[src/rtl/pio_port_pkg.sv]
// Package: shared offsets and override source type for the I/O port.
// Assumes an 8-bit register offset space.
package pio_port_pkg;
    localparam int ADDR_W = 8;
    localparam logic [ADDR_W-1:0] OFS_LATCH = 8'h18;
    localparam logic [ADDR_W-1:0] OFS_LEVEL = 8'h19;
    localparam logic [ADDR_W-1:0] OFS_DIR   = 8'h1A;

    // Which agent owns a pin after priority resolution.
    typedef enum logic [1:0] {
        SRC_SOFT = 2'd0,
        SRC_SPI  = 2'd1,
        SRC_PWM  = 2'd2,
        SRC_SHUT = 2'd3
    } pin_src_e;

    // Ordered pick of the owning agent for one pin.
    function automatic pin_src_e pick_src(input logic shut, input logic pwm,
                                          input logic spi);
        if (shut)     return SRC_SHUT;
        else if (pwm) return SRC_PWM;
        else if (spi) return SRC_SPI;
        else          return SRC_SOFT;
    endfunction
endpackage

[src/rtl/pio_sync.sv]
// Module: multi-stage level synchronizer, one chain per pin.
// Assumes the pin levels are asynchronous to clk; resets the chain to zero.
module pio_sync #(
    parameter int WIDTH  = 8,
    parameter int STAGES = 2
) (
    input  logic             clk,
    input  logic             rst_n,
    input  logic [WIDTH-1:0] pin_i,
    output logic [WIDTH-1:0] sync_o
);
    logic [WIDTH-1:0] chain_q [STAGES];

    genvar s;
    generate
        for (s = 0; s < STAGES; s++) begin : g_stage
            if (s == 0) begin : g_first
                // First capture flop of every pin.
                always_ff @(posedge clk) begin
                    if (!rst_n) chain_q[0] <= '0;
                    else        chain_q[0] <= pin_i;
                end
            end else begin : g_next
                // Later stages shift the captured level along.
                always_ff @(posedge clk) begin
                    if (!rst_n) chain_q[s] <= '0;
                    else        chain_q[s] <= chain_q[s-1];
                end
            end
        end
    endgenerate

    assign sync_o = chain_q[STAGES-1];

    generate
        if (STAGES == 2) begin : g_chk
            logic [1:0] age_q;
            // Count edges since reset, saturating at two, to qualify the lag check.
            always_ff @(posedge clk) begin
                if (!rst_n)             age_q <= 2'd0;
                else if (age_q != 2'd2) age_q <= age_q + 2'd1;
            end
            p_two_edge_lag_r9: assert property (@(posedge clk) disable iff (!rst_n)
                (age_q == 2'd2) |-> (sync_o == $past(pin_i, 2)));
        end
    endgenerate
endmodule

[src/rtl/pio_regs.sv]
// Module: software registers (output latch, direction) and read multiplexer.
// Assumes single-cycle accesses; reads are combinational.
module pio_regs
    import pio_port_pkg::*;
#(
    parameter int WIDTH = 8
) (
    input  logic              clk,
    input  logic              rst_n,
    input  logic              bus_sel,
    input  logic              bus_wr,
    input  logic [ADDR_W-1:0] bus_addr,
    input  logic [WIDTH-1:0]  bus_wdata,
    output logic [WIDTH-1:0]  bus_rdata,
    input  logic [WIDTH-1:0]  level_i,
    output logic [WIDTH-1:0]  latch_o,
    output logic [WIDTH-1:0]  dir_o
);
    logic [WIDTH-1:0] latch_q;
    logic [WIDTH-1:0] dir_q;
    logic             wr_latch;
    logic             wr_dir;

    assign wr_latch = bus_sel && bus_wr && (bus_addr == OFS_LATCH);
    assign wr_dir   = bus_sel && bus_wr && (bus_addr == OFS_DIR);

    // Output latch update.
    always_ff @(posedge clk) begin
        if (!rst_n)        latch_q <= '0;
        else if (wr_latch) latch_q <= bus_wdata;
    end

    // Direction register update.
    always_ff @(posedge clk) begin
        if (!rst_n)      dir_q <= '0;
        else if (wr_dir) dir_q <= bus_wdata;
    end

    // Read multiplexer; the latch view mixes driven and sampled bits.
    always_comb begin
        bus_rdata = '0;
        if (bus_sel && !bus_wr) begin
            unique case (bus_addr)
                OFS_LATCH: bus_rdata = (latch_q & dir_q) | (level_i & ~dir_q);
                OFS_LEVEL: bus_rdata = level_i;
                OFS_DIR:   bus_rdata = dir_q;
                default:   bus_rdata = '0;
            endcase
        end
    end

    assign latch_o = latch_q;
    assign dir_o   = dir_q;

    p_level_write_ignored_r1: assert property (@(posedge clk) disable iff (!rst_n)
        (bus_sel && bus_wr && bus_addr == OFS_LEVEL) |=> ($stable(latch_q) && $stable(dir_q)));
    p_dir_write_lands_r3: assert property (@(posedge clk) disable iff (!rst_n)
        (bus_sel && bus_wr && bus_addr == OFS_DIR) |=> (dir_q == $past(bus_wdata)));
    p_latch_write_lands_r11: assert property (@(posedge clk) disable iff (!rst_n)
        (bus_sel && bus_wr && bus_addr == OFS_LATCH) |=> (latch_q == $past(bus_wdata)));
endmodule

[src/rtl/pio_pin_mux.sv]
// Module: per-pin ownership resolution between shutdown, PWM, SPI and software.
// Assumes peripheral inputs are synchronous to clk; purely combinational.
module pio_pin_mux
    import pio_port_pkg::*;
#(
    parameter int               WIDTH    = 8,
    parameter logic [WIDTH-1:0] SPI_MASK = 8'h0F,
    parameter int               SHUT_PIN = WIDTH - 1
) (
    input  logic             clk,
    input  logic             rst_n,
    input  logic [WIDTH-1:0] dir_i,
    input  logic [WIDTH-1:0] latch_i,
    input  logic [WIDTH-1:0] pwm_en,
    input  logic [WIDTH-1:0] pwm_out,
    input  logic             pwm_shut_en,
    input  logic             spi_en,
    input  logic [WIDTH-1:0] spi_oe,
    input  logic [WIDTH-1:0] spi_out,
    output logic [WIDTH-1:0] pad_oe,
    output logic [WIDTH-1:0] pad_out
);
    genvar i;
    generate
        for (i = 0; i < WIDTH; i++) begin : g_pin
            pin_src_e src;
            logic     shut_here;
            logic     spi_here;

            assign shut_here = (i == SHUT_PIN) && pwm_shut_en;
            assign spi_here  = spi_en && SPI_MASK[i];
            assign src       = pick_src(shut_here, pwm_en[i], spi_here);

            // Drive enable and value from the owning agent.
            always_comb begin
                unique case (src)
                    SRC_SHUT: begin pad_oe[i] = 1'b0;      pad_out[i] = 1'b0;       end
                    SRC_PWM:  begin pad_oe[i] = 1'b1;      pad_out[i] = pwm_out[i]; end
                    SRC_SPI:  begin pad_oe[i] = spi_oe[i]; pad_out[i] = spi_out[i]; end
                    default:  begin pad_oe[i] = dir_i[i];  pad_out[i] = latch_i[i]; end
                endcase
            end

            p_pwm_forces_out_r5: assert property (@(posedge clk) disable iff (!rst_n)
                (pwm_en[i] && !shut_here) |-> (pad_oe[i] && pad_out[i] == pwm_out[i]));
            p_soft_owns_idle_r8: assert property (@(posedge clk) disable iff (!rst_n)
                (!pwm_en[i] && !shut_here && !spi_here) |-> (pad_oe[i] == dir_i[i]));
        end
    endgenerate
endmodule

[src/rtl/pio_port.sv]
// Module: top of the eight-pin I/O port with peripheral override.
// Assumes synchronous active-low reset and single-cycle register accesses.
module pio_port
    import pio_port_pkg::*;
#(
    parameter int               WIDTH       = 8,
    parameter int               SYNC_STAGES = 2,
    parameter logic [WIDTH-1:0] SPI_MASK    = 8'h0F
) (
    input  logic              clk,
    input  logic              rst_n,
    input  logic              bus_sel,
    input  logic              bus_wr,
    input  logic [ADDR_W-1:0] bus_addr,
    input  logic [WIDTH-1:0]  bus_wdata,
    output logic [WIDTH-1:0]  bus_rdata,
    input  logic [WIDTH-1:0]  pwm_en,
    input  logic [WIDTH-1:0]  pwm_out,
    input  logic              pwm_shut_en,
    input  logic              spi_en,
    input  logic [WIDTH-1:0]  spi_oe,
    input  logic [WIDTH-1:0]  spi_out,
    input  logic [WIDTH-1:0]  pad_in,
    output logic [WIDTH-1:0]  pad_out,
    output logic [WIDTH-1:0]  pad_oe
);
    localparam int SHUT_PIN = WIDTH - 1;

    logic [WIDTH-1:0] level;
    logic [WIDTH-1:0] latch;
    logic [WIDTH-1:0] dir;

    pio_sync #(.WIDTH(WIDTH), .STAGES(SYNC_STAGES)) u_sync (
        .clk    (clk),
        .rst_n  (rst_n),
        .pin_i  (pad_in),
        .sync_o (level)
    );

    pio_regs #(.WIDTH(WIDTH)) u_regs (
        .clk       (clk),
        .rst_n     (rst_n),
        .bus_sel   (bus_sel),
        .bus_wr    (bus_wr),
        .bus_addr  (bus_addr),
        .bus_wdata (bus_wdata),
        .bus_rdata (bus_rdata),
        .level_i   (level),
        .latch_o   (latch),
        .dir_o     (dir)
    );

    pio_pin_mux #(.WIDTH(WIDTH), .SPI_MASK(SPI_MASK), .SHUT_PIN(SHUT_PIN)) u_mux (
        .clk         (clk),
        .rst_n       (rst_n),
        .dir_i       (dir),
        .latch_i     (latch),
        .pwm_en      (pwm_en),
        .pwm_out     (pwm_out),
        .pwm_shut_en (pwm_shut_en),
        .spi_en      (spi_en),
        .spi_oe      (spi_oe),
        .spi_out     (spi_out),
        .pad_oe      (pad_oe),
        .pad_out     (pad_out)
    );

    p_shutdown_input_r6: assert property (@(posedge clk) disable iff (!rst_n)
        pwm_shut_en |-> (!pad_oe[SHUT_PIN] && !pad_out[SHUT_PIN]));
    p_spi_beats_soft_r10: assert property (@(posedge clk) disable iff (!rst_n)
        (spi_en && SPI_MASK[0] && !pwm_en[0]) |-> (pad_oe[0] == spi_oe[0]));
    p_level_read_r2: assert property (@(posedge clk) disable iff (!rst_n)
        (bus_sel && !bus_wr && bus_addr == OFS_LEVEL) |-> (bus_rdata == level));
endmodule

[config.mk]
export PLATFORM = sky130hd
export DESIGN_NAME = pio_port
export DESIGN_NICKNAME = d
export VERILOG_FILES = /design/src/rtl/pio_port_pkg.sv /design/src/rtl/pio_sync.sv /design/src/rtl/pio_regs.sv /design/src/rtl/pio_pin_mux.sv /design/src/rtl/pio_port.sv
export SDC_FILE = /design/constraint.sdc
export NUM_CORES = 1
export LEC_CHECK = 0
export CAP_MARGIN = 25
export CORE_MARGIN = 3
export CORE_UTILIZATION = 38
export DETAILED_ROUTE_END_ITERATION = 10
export GPL_TIMING_DRIVEN = 0
export HOLD_SLACK_MARGIN = 0.03
export PLACE_DENSITY = 0.8
export SETUP_SLACK_MARGIN = 0.02
export SLEW_MARGIN = 40
export SYNTH_ARGS = -nofsm -noshare
export SYNTH_HDL_FRONTEND = slang
export SYNTH_SLANG_ARGS = --single-unit
[constraint.sdc]
create_clock -name clk -period 1.4 [get_ports clk]
set_clock_uncertainty 0.2 [all_clocks]
set_input_delay 0.14 -clock clk [delete_from_list [all_inputs] [get_ports clk]]
set_output_delay 0.14 -clock clk [all_outputs]
set_load 0.05 [all_outputs]
==> flow_results.org <==
** Final layout
- After routing the design area is 2810 sq um.
- Synthesis-to-finish area growth :: 83.4%
- 0 antenna diodes ended up in the layout.
- In the final layout, the multi-input gates occupy 1060 sq um.
- Area taken by flip-flops and latches :: 661 sq um
- Measured on the finished design, the core utilization comes to 0.746.
- In the final layout, the share of cells above drive strength 1 is 0.389.
- The filler cells instantiated in the layout total 268.
- At the end of the flow, the number of nets in the layout was 318.

** STA
- For the finished layout, the period the worst path requires is 1790 ps.
- Setup repair after global routing could not meet its margin everywhere.
- Final Setup Violations :: 14
- Final worst slack :: -391 ps
- For the pin with the worst max-slew slack, the measured transition is 612 ps.
- Slew Limit Fails :: 0
- Tightest slew margin relative to the limit :: 0.592
- Of the available clock period, the critical path in the final layout requires 1.28.
- The total count of hold-check failures in the final report is 0.
- Highest Clock Rate :: 0.558 GHz

** Hold path
- The path class of the tightest hold or removal check is in -> reg.

** Critical path
- The cell family contributing the most delay on the critical path is simple AND/OR/NAND/NOR gates.
- STA classifies the critical path endpoint as a primary output.
- On the critical path, the stage with the largest delay is an instance of or3b_4.
- Number of buffer and inverter instances along the worst setup path :: 1
- Traced cell by cell, the critical path runs through nor2b_1 -> or3b_4 -> a21oi_4 -> buf_6.
- Of all nets on the critical path, the largest fanout is 3.
- Launching element type of the critical path :: flip-flop
- Worst stage delay on the critical path :: 380 ps
- Type of the worst setup path :: reg -> out
- Endpoint arrival time on the critical path :: 1450 ps
- Data required time of the worst path :: 1060 ps

** Yosys
- In the synthesized netlist the async set-or-reset flop fraction comes to 0.
- Counting every net in the synthesized netlist gives 227.
- Arithmetic-cell share of the synthesized area counting full adders, half adders and majority gates :: 0
- The number of different library cells used by synthesis comes to 23.
- The synthesized design contains 32 register bits.
- Number of enable-type register cells in the synthesized netlist :: 0
- dfxtp_1 takes more of the synthesized area than any other cell.
- Synthesized-area fraction occupied by and/or/nand/nor cells :: 0.309
- Share of synthesized area occupied by flip-flops and latches :: 0.418
- By area the synthesized netlist is led by dfxtp_1 42%, mux2i_1 14%, nand2_1 6.9%.
- The commonest cells after synthesis are 32 x dfxtp_1, 28 x nand2_1, 21 x mux2i_1.
- Summing every instance area after synthesis gives 1530 sq um.
- The fraction of the mapped netlist area in compound gates was 0.0914.
- By area, the combinational part of the netlist is dominated by simple AND/OR/NAND/NOR gates.
- Post-Syn Area per Cell :: 9.30 sq um
- Mapped Cells :: 165
- By instance count, the leading cell after synthesis is dfxtp_1.
- For this run, the number of Yosys warnings is 0.
- Most common flop cell mapped by yosys :: dfxtp_1
- Xor-xnor portion of the synthesized cell area :: 0
- Proportion of synthesized area in mux cells :: 0.159
- Share of Yosys cell area claimed by the top area cell type :: 0.418

** Clock tree
- Clock sinks :: 32
- Bufs on Longest Clock Path :: 2
- Number of buffers created by CTS :: 5
- The root buffer cell chosen for the clock tree is clkbuf_8.
- Clk_lat worst skew :: 270 ps
- Clock-pin slew was measured on the worst setup and hold paths at 70 ps.
- TritonCTS built the clock tree.
- The H-tree generated during clock tree synthesis spans 2 levels.
- Hold buffer count at CTS :: 0

** Run status
- The run finished, with violations left.
- Violations in the final reports :: setup timing

** Floorplanning
- Number of top-level pins :: 86
- Row count :: 22
- Horizontal die dimension :: 69.5 um
- From bottom edge to top edge, the die measures 69.5 um.
- Core Footprint :: 3770 sq um
- The floorplan step defined a die boundary enclosing 4840 sq um.
- The initial utilization of the core area, before any placement, comes to 0.407.

** Power
- Summing internal, switching and leakage power gives 2.14 mW.
- The worst-case IR drop observed on VDD is 0.000892 V.
- For this design the static power due to leakage is 1.21 nW.
- Power density normalized to cell area :: 762 nW/um^2

** Detailed routing
- Dividing the detail-routed wire length by the instance count gives 15.0 um.
- First DRT Iteration DRCs :: 44
- Via density per instance :: 4.91
- The first detailed-routing pass took 6 iterations.
- Final Routed Wirelength :: 4.59 mm
- Total DRC errors in the routed layout :: 0
- Residual antenna-violating net count after detailed routing :: 0
- Summing over every cut layer, the via total after detailed routing is 1,498.

** GRT
- The number of antenna violations at the first check in global routing was 0.
- Maximum number of pins on one net before global-route repair :: 11
- After global routing the overflow that remains totals 0.
- Across every metal layer, demand over resource in global routing totals 0.189.
- First-pass GRT wire length :: 7.31 mm
- Vias in the first global route :: 1,492

** Placed design
- Placed Instance Area :: 2490 sq um
- OpenSTA, run right after detailed placement, puts the worst setup slack at -1560 ps.
- Gpl congestion :: 0.748
- Port Buffer Count :: 76
- HPWL after detailed placement :: 3.07 mm

** Run
- Count of max-cap constraint violations :: 0
-- power breakdown --
group          switching, mW  total (mW)  internal [mW]
Sequential           0.00479       0.936          0.932
Clock                  0.329       0.720          0.392
Combinational          0.233       0.485          0.252
Total                  0.567        2.14           1.58
-- layer usage --
layer	global-route usage	wire length, um	vias to the layer above
met5	0	0	-
met4	0.0369	13	0
met3	0.0681	294	2
met2	0.313	2310	53
met1	0.238	1970	692
li1	-	-	751
-- final timing paths --
kind	cells after the start	slack (ps)	start	endpoint
setup / recovery	4	-390	u_regs.dir_o[7]	bus_rdata[7]
setup reg to reg	3	500	u_regs.dir_o[0]	u_regs.dir_o[0]
hold reg to reg	1	230	u_sync.chain_q[0][0]	u_sync.chain_q[1][0]
hold / removal	2	20	rst_n	u_sync.chain_q[0][6]
-- flip-flops by register name, indices dropped and copies added (netlist names) --
register	count
u_regs.dir_o	8
u_regs.latch_o	8
u_sync.chain_q	16
-- placed cells by master, fill, tap and decap left out, drive strengths merged, types with 2 or more instances in the layout --
cell type      count
and2              16
nor2               4
o21ai             12
mux2               3
nand4              2
nand2             28
a21oi              9
buf               34
or2                3
or3b               8
mux2i             21
clkinv             2
clkdlybuf4s50     36
a211o              4
clkbuf            11
dfxtp             32
dlygate4sd2       13
clkdlybuf4s15      2
nor2b             12
-- worst reg2reg max path, stage by stage (launching register included) --
cell and delay, ps:
dfxtp_2 340, buf_4 100, nand2_1 50, mux2i_1 140
-- through the flow --
step | hold slack, ps | std cells | setup TNS (ps)
after detailed placement | 216 | 289 | -30420
after CTS | 36.9 | 303 | -3170
after floorplan | 67.3 | 165 | -682
after global placement | 212 | 289 | -29680
final | 21.3 | 305 | -3180
after global routing | 57.8 | 305 | -3830
-- layout make-up --
| type | instances | share of cell area |
|---|---|---|
| multi-input combinational | 126 | 0.376 |
| timing repair buffer | 84 | 0.319 |
| sequential | 32 | 0.235 |
| clock buffer | 6 | 0.0294 |
| tap | 48 | 0.0214 |
| buffer | 7 | 0.0160 |
| clock inverter | 2 | 0.00356 |
-- cells by family after synthesis --
logic type / after synthesis
AO/OA/AOI/OAI: 25
buffers and inverters: 7
flip-flops: 32
multiplexers: 24
AND/OR/NAND/NOR: 77
-- what timing repair did --
item,4_1_cts,5_1_grt
setup buffers,4,2
gates resized for setup,226,13
setup endpoints to repair,40,22
pin swaps,15,3
cloned,2,0
Power figures use the tool's default switching activity.
